==> src/rtl/bbs_pkg.sv <==
package bbs_pkg;
  // Double-word index width; a line holds 2**IDX_W beats.
  localparam int unsigned IDX_W = 2;

  typedef enum logic [1:0] {
    SEQ_IDLE = 2'd0,
    SEQ_XFER = 2'd1,
    SEQ_CHK  = 2'd2
  } seq_state_e;

  // First beat: line-aligned unless critical-first or single beat.
  function automatic logic [IDX_W-1:0] first_dw(input logic burst,
                                                input logic crit,
                                                input logic [IDX_W-1:0] req);
    return (burst && !crit) ? '0 : req;
  endfunction

  // Step one beat forward or back, wrapping within the line.
  function automatic logic [IDX_W-1:0] wrap_step(input logic [IDX_W-1:0] idx,
                                                 input logic up);
    return up ? idx + 1'b1 : idx - 1'b1;
  endfunction
endpackage

==> src/rtl/bbs_dw_pointer.sv <==
module bbs_dw_pointer #(
  parameter int unsigned IDX_W = bbs_pkg::IDX_W
) (
  input  logic             clk,
  input  logic             rst_n,
  input  logic             load,
  input  logic [IDX_W-1:0] load_val,
  input  logic             adv,
  input  logic             back,
  output logic [IDX_W-1:0] idx
);
  logic [IDX_W-1:0] idx_q;

  always_ff @(posedge clk or negedge rst_n) begin
    if (!rst_n)    idx_q <= '0;
    else if (load) idx_q <= load_val;
    else if (back) idx_q <= bbs_pkg::wrap_step(idx_q, 1'b0);
    else if (adv)  idx_q <= bbs_pkg::wrap_step(idx_q, 1'b1);
  end

  assign idx = idx_q;
endmodule

==> src/rtl/bbs_beat_tally.sv <==
module bbs_beat_tally #(
  parameter int unsigned IDX_W = bbs_pkg::IDX_W
) (
  input  logic             clk,
  input  logic             rst_n,
  input  logic             clear,
  input  logic             inc,
  input  logic             dec,
  input  logic             is_burst,
  output logic             last
);
  localparam logic [IDX_W-1:0] LAST_BURST = {IDX_W{1'b1}};

  logic [IDX_W-1:0] cnt_q;

  always_ff @(posedge clk or negedge rst_n) begin
    if (!rst_n)     cnt_q <= '0;
    else if (clear) cnt_q <= '0;
    else if (dec)   cnt_q <= cnt_q - 1'b1;
    else if (inc)   cnt_q <= cnt_q + 1'b1;
  end

  assign last = (cnt_q == (is_burst ? LAST_BURST : '0));
endmodule

==> src/rtl/burst_beat_seq.sv <==
module burst_beat_seq #(
  parameter int unsigned IDX_W = bbs_pkg::IDX_W
) (
  input  logic             clk,
  input  logic             rst_n,
  input  logic             start_i,
  input  logic             burst_i,
  input  logic             crit_first_i,
  input  logic             write_i,
  input  logic [IDX_W-1:0] start_dw_i,
  input  logic             ta_i,
  input  logic             drtry_i,
  output logic [IDX_W-1:0] beat_idx_o,
  output logic             dvalid_o,
  output logic             burst_o,
  output logic             done_o
);
  import bbs_pkg::*;

  seq_state_e state_q, state_d;
  logic       burst_q, wr_q, acc_q;

  // Named internal events
  logic busy, in_xfer, in_chk;
  logic tenure_go, retry_hit, beat_ack, last_beat;

  assign in_xfer   = (state_q == SEQ_XFER);
  assign in_chk    = (state_q == SEQ_CHK);
  assign busy      = in_xfer || in_chk;
  assign tenure_go = (state_q == SEQ_IDLE) && start_i;
  assign retry_hit = busy && acc_q && !wr_q && drtry_i;
  assign beat_ack  = in_xfer && ta_i && !retry_hit;

  bbs_dw_pointer #(.IDX_W(IDX_W)) u_ptr (
    .clk      (clk),
    .rst_n    (rst_n),
    .load     (tenure_go),
    .load_val (first_dw(burst_i, crit_first_i, start_dw_i)),
    .adv      (beat_ack),
    .back     (retry_hit),
    .idx      (beat_idx_o)
  );

  bbs_beat_tally #(.IDX_W(IDX_W)) u_tally (
    .clk      (clk),
    .rst_n    (rst_n),
    .clear    (tenure_go),
    .inc      (beat_ack),
    .dec      (retry_hit),
    .is_burst (burst_q),
    .last     (last_beat)
  );

  always_comb begin
    state_d = state_q;
    unique case (state_q)
      SEQ_IDLE: if (start_i) state_d = SEQ_XFER;
      SEQ_XFER: if (beat_ack && last_beat) state_d = SEQ_CHK;
      SEQ_CHK:  state_d = retry_hit ? SEQ_XFER : SEQ_IDLE;
      default:  state_d = SEQ_IDLE;
    endcase
  end

  always_ff @(posedge clk or negedge rst_n) begin
    if (!rst_n) begin
      state_q <= SEQ_IDLE;
      burst_q <= 1'b0;
      wr_q    <= 1'b0;
      acc_q   <= 1'b0;
    end else begin
      state_q <= state_d;
      acc_q   <= beat_ack;
      if (tenure_go) begin
        burst_q <= burst_i;
        wr_q    <= write_i;
      end
    end
  end

  assign dvalid_o = beat_ack;
  assign burst_o  = burst_q && busy;
  assign done_o   = in_chk && !retry_hit;
endmodule

==> config.mk <==
export PLATFORM = sky130hd
export DESIGN_NAME = burst_beat_seq
export DESIGN_NICKNAME = d
export VERILOG_FILES = /design/src/rtl/bbs_pkg.sv /design/src/rtl/bbs_dw_pointer.sv /design/src/rtl/bbs_beat_tally.sv /design/src/rtl/burst_beat_seq.sv
export SDC_FILE = /design/constraint.sdc
export NUM_CORES = 1
export LEC_CHECK = 0
export CAP_MARGIN = 15
export CORE_AREA = 2 2 39 41
export CTS_BUF_LIST = sky130_fd_sc_hd__clkbuf_2 sky130_fd_sc_hd__clkbuf_4 sky130_fd_sc_hd__clkbuf_8
export DETAILED_ROUTE_END_ITERATION = 16
export DIE_AREA = 0 0 41 43
export DONT_BUFFER_PORTS = 1
export PLACE_DENSITY = 0.67
export SETUP_SLACK_MARGIN = 0.2
export SYNTH_ARGS = -nofsm -noshare
export SYNTH_HDL_FRONTEND = slang
export SYNTH_HIERARCHICAL = 1
export SYNTH_SLANG_ARGS = --single-unit
==> constraint.sdc <==
create_clock -name clk -period 2.3 [get_ports clk]
set_clock_uncertainty 0.1 [all_clocks]
set_input_delay 0.46 -clock clk [delete_from_list [all_inputs] [get_ports clk]]
set_output_delay 0.46 -clock clk [all_outputs]
set_load 0.02 [all_outputs]
---- Word level (Yosys, flattened, before mapping) ----
Index checks and enable logic that the tools add are counted.
storage, ports and cells
  register bits after elaboration ......... 9
  input bits .............................. 10
  output and inout port bits .............. 5
  logic and storage cells ................. 44
cells by class
  $add $sub $neg .......................... 4
  equality and inequality tests ........... 5
  multiplexer cells ....................... 12
  reductions and logical operators ........ 17
operator list
  operator               count
  $mux W2                10
  $logic_and A1 B1 Y1    10
  $pmux W2 S3            1
  $add A2 B1 Y2 const B  2
  $sub A2 B1 Y2 const B  2
  $logic_not A1 Y1       3
  $reduce_bool A3 Y1     1
  $eq A2 B1 Y1 const B   1
  $eq A2 B2 Y1           1
  $eq A2 B2 Y1 const B   1
  $logic_not A2 Y1       1
  $ne A2 B1 Y1 const B   1
  $ne A2 B2 Y1 const B   1
  $reduce_and A2 Y1      1
  $logic_or A1 B1 Y1     1
  $mux W1                1

---- Depth between registers and ports, before layout ----
  word-level depth ........................ 10
  gate-level depth with buffers ........... 7
  mapped depth without buffers ............ 7

---- By module ----
Netlist, hierarchy kept.
by module, submodules not included
  module          times used  cells an instance  area each (um^2)  seq. area each (um^2)
  burst_beat_seq  1           34                 367.9             125.1
  bbs_beat_tally  1           13                 123.9             50.0
  bbs_dw_pointer  1           12                 115.1             50.0

---- Worst setup path before layout ----
No wires, ideal clock.
  path type ............................... register to register
  start point ............................. reg state_q[0]
  end point ............................... reg u_ptr.idx_q[1] (netlist: u_ptr/idx[1])
  library setup time ...................... 92 ps
  arrival time ............................ 1741 ps
  data required time ...................... 2108 ps
  path slack .............................. 367 ps
  stages on the path, launching flop included .. 8
  path buffers ............................ 0
  period minus slack after synthesis ...... 1933 ps
  path through ............................ dfrtp_1 -> inv_1 -> ha_1 -> nand4b_4 -> and3_1 -> and3b_1 -> o21a_1 -> o31ai_2
between the ends
  cells in the longest elaborated chain, start to end .. 8
  elaborated cells between the ends (all ways) .. 14
  classes of those cells .................. 2 x eq/ne; 2 x mux; 10 x reduce/logical
RTL lines
  element                                       line                                        source
  start: declaration                            burst_beat_seq.sv:20                        seq_state_e state_q, state_d;
  start signal: assignment                      burst_beat_seq.sv:71                        state_q <= state_d;
  $eq A2 B1 Y1 or $eq A2 B2 Y1 (tied branches)  burst_beat_seq.sv:27, burst_beat_seq.sv:28
  $logic_or A1 B1 Y1                            burst_beat_seq.sv:29                        assign busy = in_xfer || in_chk;
  $logic_and A1 B1 Y1 (3 in a row)              burst_beat_seq.sv:31                        assign retry_hit = busy && acc_q && !wr_q && drtry_i;
  $logic_not A1 Y1                              burst_beat_seq.sv:32                        assign beat_ack = in_xfer && ta_i && !retry_hit;
  $logic_and A1 B1 Y1 *                         burst_beat_seq.sv:32
  via dvalid_o                                  burst_beat_seq.sv:14                        output logic dvalid_o,
  $reduce_bool A3 Y1 (no line) *                -
  end signal: assignment                        bbs_dw_pointer.sv:16                        else if (load) idx_q <= load_val;
  end signal: assignment                        bbs_dw_pointer.sv:17                        else if (back) idx_q <= bbs_pkg::wrap_step(idx_q, 1'b0);
  end signal: assignment                        bbs_dw_pointer.sv:18                        else if (adv) idx_q <= bbs_pkg::wrap_step(idx_q, 1'b1);
  end: declaration                              bbs_dw_pointer.sv:12                        logic [IDX_W-1:0] idx_q;
Mark *: on every way through the listed nets, which the timed path passes. The rest lies on a longest branch.
A chain may end at the register's enable or synchronous reset.

---- Worst setup path in the final report ----
  start point ............................. reg state_q[1]
  end point ............................... out dvalid_o
between the ends
  cells in the longest elaborated chain, start to end .. 7
  elaborated cells between the ends (all ways) .. 9
  classes of those cells .................. 2 x eq/ne; 7 x reduce/logical
RTL lines
  element                                       line
  $eq A2 B1 Y1 or $eq A2 B2 Y1 (tied branches)  burst_beat_seq.sv:27, burst_beat_seq.sv:28
  $logic_or A1 B1 Y1                            burst_beat_seq.sv:29
  $logic_and A1 B1 Y1 (3 in a row)              burst_beat_seq.sv:31
  $logic_not A1 Y1                              burst_beat_seq.sv:32
  $logic_and A1 B1 Y1 *                         burst_beat_seq.sv:32
  end: declaration                              burst_beat_seq.sv:14
Mark *: on every way between the ends. The rest lies on a longest branch, timed or not.

==> run summary <==
The number of different library cells used by synthesis comes to 29. The DRC violations left was 0. The multi-input combinational cells in the finished layout cover a total of 370 sq um.

The worst ir drop on vdd was 0.000538 V; the sequential power share was 35.4%. Global routing used 17.1% of the available tracks. The cell count after placement was 75; the power after layout was 0.891 mW. In this run the worst setup path terminates at dvalid_o.

The number of core rows was 14. The run gives 437 as the number of global-route vias before repair. The cell internal power dissipation is 0.531 mW.

The share of total power consumed by net switching was 40.4%; the sink count of the clock tree was 9. Setup slack on the critical path of the routed design comes to 0.250 ns. The post-synthesis net count came out at 74.

Using the TritonRoute via totals, the vias-per-cell ratio works out to 5.11. The tools report the initial antenna violation count as 0. The count of final hold-check violations was 0; the number of filler cells placed in the layout was 132. Setup slack on the worst reg-to-reg path comes out at 0.37 ns. Dividing the final minimum period by the clock period gives 89.1%. TritonCTS built the clock tree. The worst setup path is captured at an output port. In this run the static leakage power is 0.343 nW. At the pin with the least slew margin, the transition time is 0.435 ns. At the worst endpoint, the arrival time is 1.49 ns.

The logs give 1.95 mm for the global-route wire length before repair and 419 for the via total after detailed routing. The count of nets left with antenna violations once routing finished came out at 0. The remaining global-route overflow is 0. The power density over cell area is 1290 nW/um^2. The maximum count of clock buffers along a single path is 2, and the final design utilization is 49.8%. The tool flagged a number of max-cap violations equal to 0. From left edge to right edge, the die measures 41 um. The largest net degree at the start of global routing was 10. Share of post-route cells with drive strength above 1: 27.3%.

The final routed wire length divided by cell count works out to 13.2 um. The worst setup path is launched from a register. Setup violations remaining at the end of the flow were counted as 0.

At the end of routability-driven placement, the weighted congestion stood at 0.741. The type of the tightest min-delay check is input port to register. The run gives 0.207 ns as the worst setup slack before clock tree synthesis. The area of the die came out at 1760 sq um.

The deepest level of the CTS H-tree came out at 1. After the last flow step, the layout net total stands at 82. The first detailed-routing pass took 3 iterations.

The initial utilization of the core area, before any placement, comes to 43.9%. For the antenna diode count, the log shows 0. Counting I/O delays and the setup requirement, the final critical path takes 2.05 ns. In this run the power spent charging and discharging nets is 0.360 mW. For this block, the initial DRC count from the detailed router was 4. The tools report the startpoint of the worst setup timing path as state_q[1]. The sequential share of the synthesized area was 37.1%; the number of standard cells in the final layout excluding fillers was 82.

In this run, the clock network consumes 15.6% of the power. The synthesized instance count came out at 59. Setup repair after global routing could not meet its margin everywhere. The register area came out at 225 sq um. In the final timing run, aggregate negative setup slack is 0 ns.

Compared with the post-synthesis result, the final layout area differs by 13.6%. TritonCTS created 3 clock buffers. The end of the worst register-to-register path is u_ptr/idx[1]. Category of the most critical setup path: register to output port. The number of buffer cells added on primary ports is 0.

The tools report the area of the mapped netlist as 607 sq um. After synthesis the netlist holds a flip-flop and latch count of 9. The number of pins exceeding their max-slew limit in the final report is 0, and the largest fanout on the critical path is 6. The buffer type at the clock tree root is clkbuf_4. Each instance of the synthesized netlist takes up on average 10.3 sq um. After clock tree synthesis, the clock-pin slew on the worst setup and hold paths is 0.06 ns. The y dimension of the die works out to 43 um.

The run gives 1380 sq um as the core footprint. The final layout contains routed wiring with a total length of 1.09 mm. For this run, the number of Yosys warnings is 6.

The number of I/O pins came out at 15. The number of cells on the worst reg-to-reg path is 7. The tools report the origin of the critical flop-to-flop path as state_q[1].

Headroom to the max-slew limit came out at 70.9%. For this run, the top clock speed supported by timing is 488 MHz. The flow ran to the end, and the final reports show no timing, DRC or antenna violations. Once detailed placement completed, the half-perimeter wirelength came to 817 um.

The share of total power dissipated in combinational logic is 49.0%. Worst-skew pair later-pin latency: 0.26 ns. STA puts the critical path data required time at 1.74 ns.
==> cell usage in the layout, fill, tap and decap left out, drive strengths merged <==
cell type	n
a21o	1
a21oi	3
and2	4
and3	1
and3b	1
buf	2
clkbuf	4
dfrtp	9
dlygate4sd3	1
ha	5
inv	5
mux2	3
mux2i	1
nand2	5
nand2b	2
nand3	2
nand3b	1
nand4b	1
nor2	5
nor2b	2
nor3	1
nor3b	1
o21a	1
o21ai	1
o31ai	1
or3	1
xor2	2
==> metrics by stage <==
stage	hold slack, ns	instance area, sq um
after global placement	0.0646	627
after CTS	0.228	672
after detailed placement	0.0646	627
after floorplan	0.0644	607
after global routing	0.218	689
final	0.240	689
==> registers in the layout, indices dropped and copies added, names as in the netlist <==
name and cells:
burst_q 1, u_tally/cnt_q 2, state_q 2, u_ptr/idx 2, acc_q 1, wr_q 1
==> how the worst min path moves through the flow <==
stage / start / to / cells past startpoint
3_5_place_dp: rst_n / u_ptr/idx[1] / 0
6_report: write_i / wr_q / 1
4_1_cts: write_i / wr_q / 1
5_1_grt: burst_i / burst_q / 1
2_1_floorplan: rst_n / acc_q / 0
3_3_place_gp: rst_n / u_ptr/idx[1] / 0
==> synthesized netlist by cell type <==
master,instances,area (sq um)
nand4b_4,1,23.8
and3b_1,1,8.76
nor3_1,1,5.00
a21oi_2,2,17.5
and3_1,1,6.26
a21o_1,1,7.51
inv_1,5,18.8
mux2_2,2,22.5
o21ai_0,1,5.00
xor2_1,2,17.5
nor2_2,1,6.26
nand2b_1,1,6.26
nor3b_1,1,7.51
nand2_1,5,18.8
nor2_1,4,15.0
dfrtp_1,9,225
ha_1,5,62.6
mux2_4,1,15.0
mux2i_1,1,10.0
nand3b_1,1,7.51
nand3_1,2,10.0
nor2b_1,1,6.26
or3_1,1,6.26
nand2b_4,1,13.8
o21a_1,1,7.51
nor2b_4,1,13.8
a21oi_1,1,5.00
o31ai_2,1,12.5
and2_1,4,25.0
==> routing by layer <==
metal | share of wire (%) | up-vias | global-route usage, %
met5 | 0 | - | 0
met1 | 43 | 198 | 20.9
met4 | 0 | 0 | 10.0
met3 | 5.2 | 0 | 8.38
met2 | 52 | 9 | 23.4
li1 | - | 212 | -
==> repair_timing <==
| item | in CTS | in global routing |
|---|---|---|
| pin swaps | 1 | 0 |
| hold endpoints to repair | 9 | 0 |
| setup endpoints to repair | 2 | 2 |
| resized for setup | 2 | 2 |
| hold buffers | 1 | 0 |
| buffers inserted | 0 | 2 |
==> cells by family (layout without fill, tap and decap cells) <==
| group | count (synthesis) | count (layout) | share of synthesized area [%] |
|---|---|---|---|
| simple gates | 27 | 27 | 29.7 |
| mux | 4 | 4 | 7.83 |
| compound gates | 7 | 7 | 9.07 |
| xor+xnor | 2 | 2 | 2.89 |
| fa+ha+maj | 5 | 5 | 10.3 |
| flops | 9 | 9 | 37.1 |
| buf+inv | 5 | 12 | 3.09 |
==> worst max-delay path, stage by stage (launching register included) <==
cell	delay, ns
dfrtp_1	0.39
inv_1	0.09
ha_1	0.32
nand4b_4	0.14
and3_4	0.28
==> power by group through the flow <==
stage	clock, mW	sequential (mW)	combinational [mW]
final	0.139	0.316	0.436
after global routing	0.157	0.325	0.494
after CTS	0.147	0.321	0.407
after detailed placement	0	0.325	0.394
after global placement	0	0.323	0.384
after floorplan	0	0.306	0.349
==> cell type report <==
cell class,count,share of cell area [%]
inverter,5,2.72
sequential,9,32.7
timing repair buffer,3,3.63
clock buffer,4,4.36
tap,16,2.90
multi-input combinational,45,53.7
Note: power is estimated with default switching activity, not from simulation.
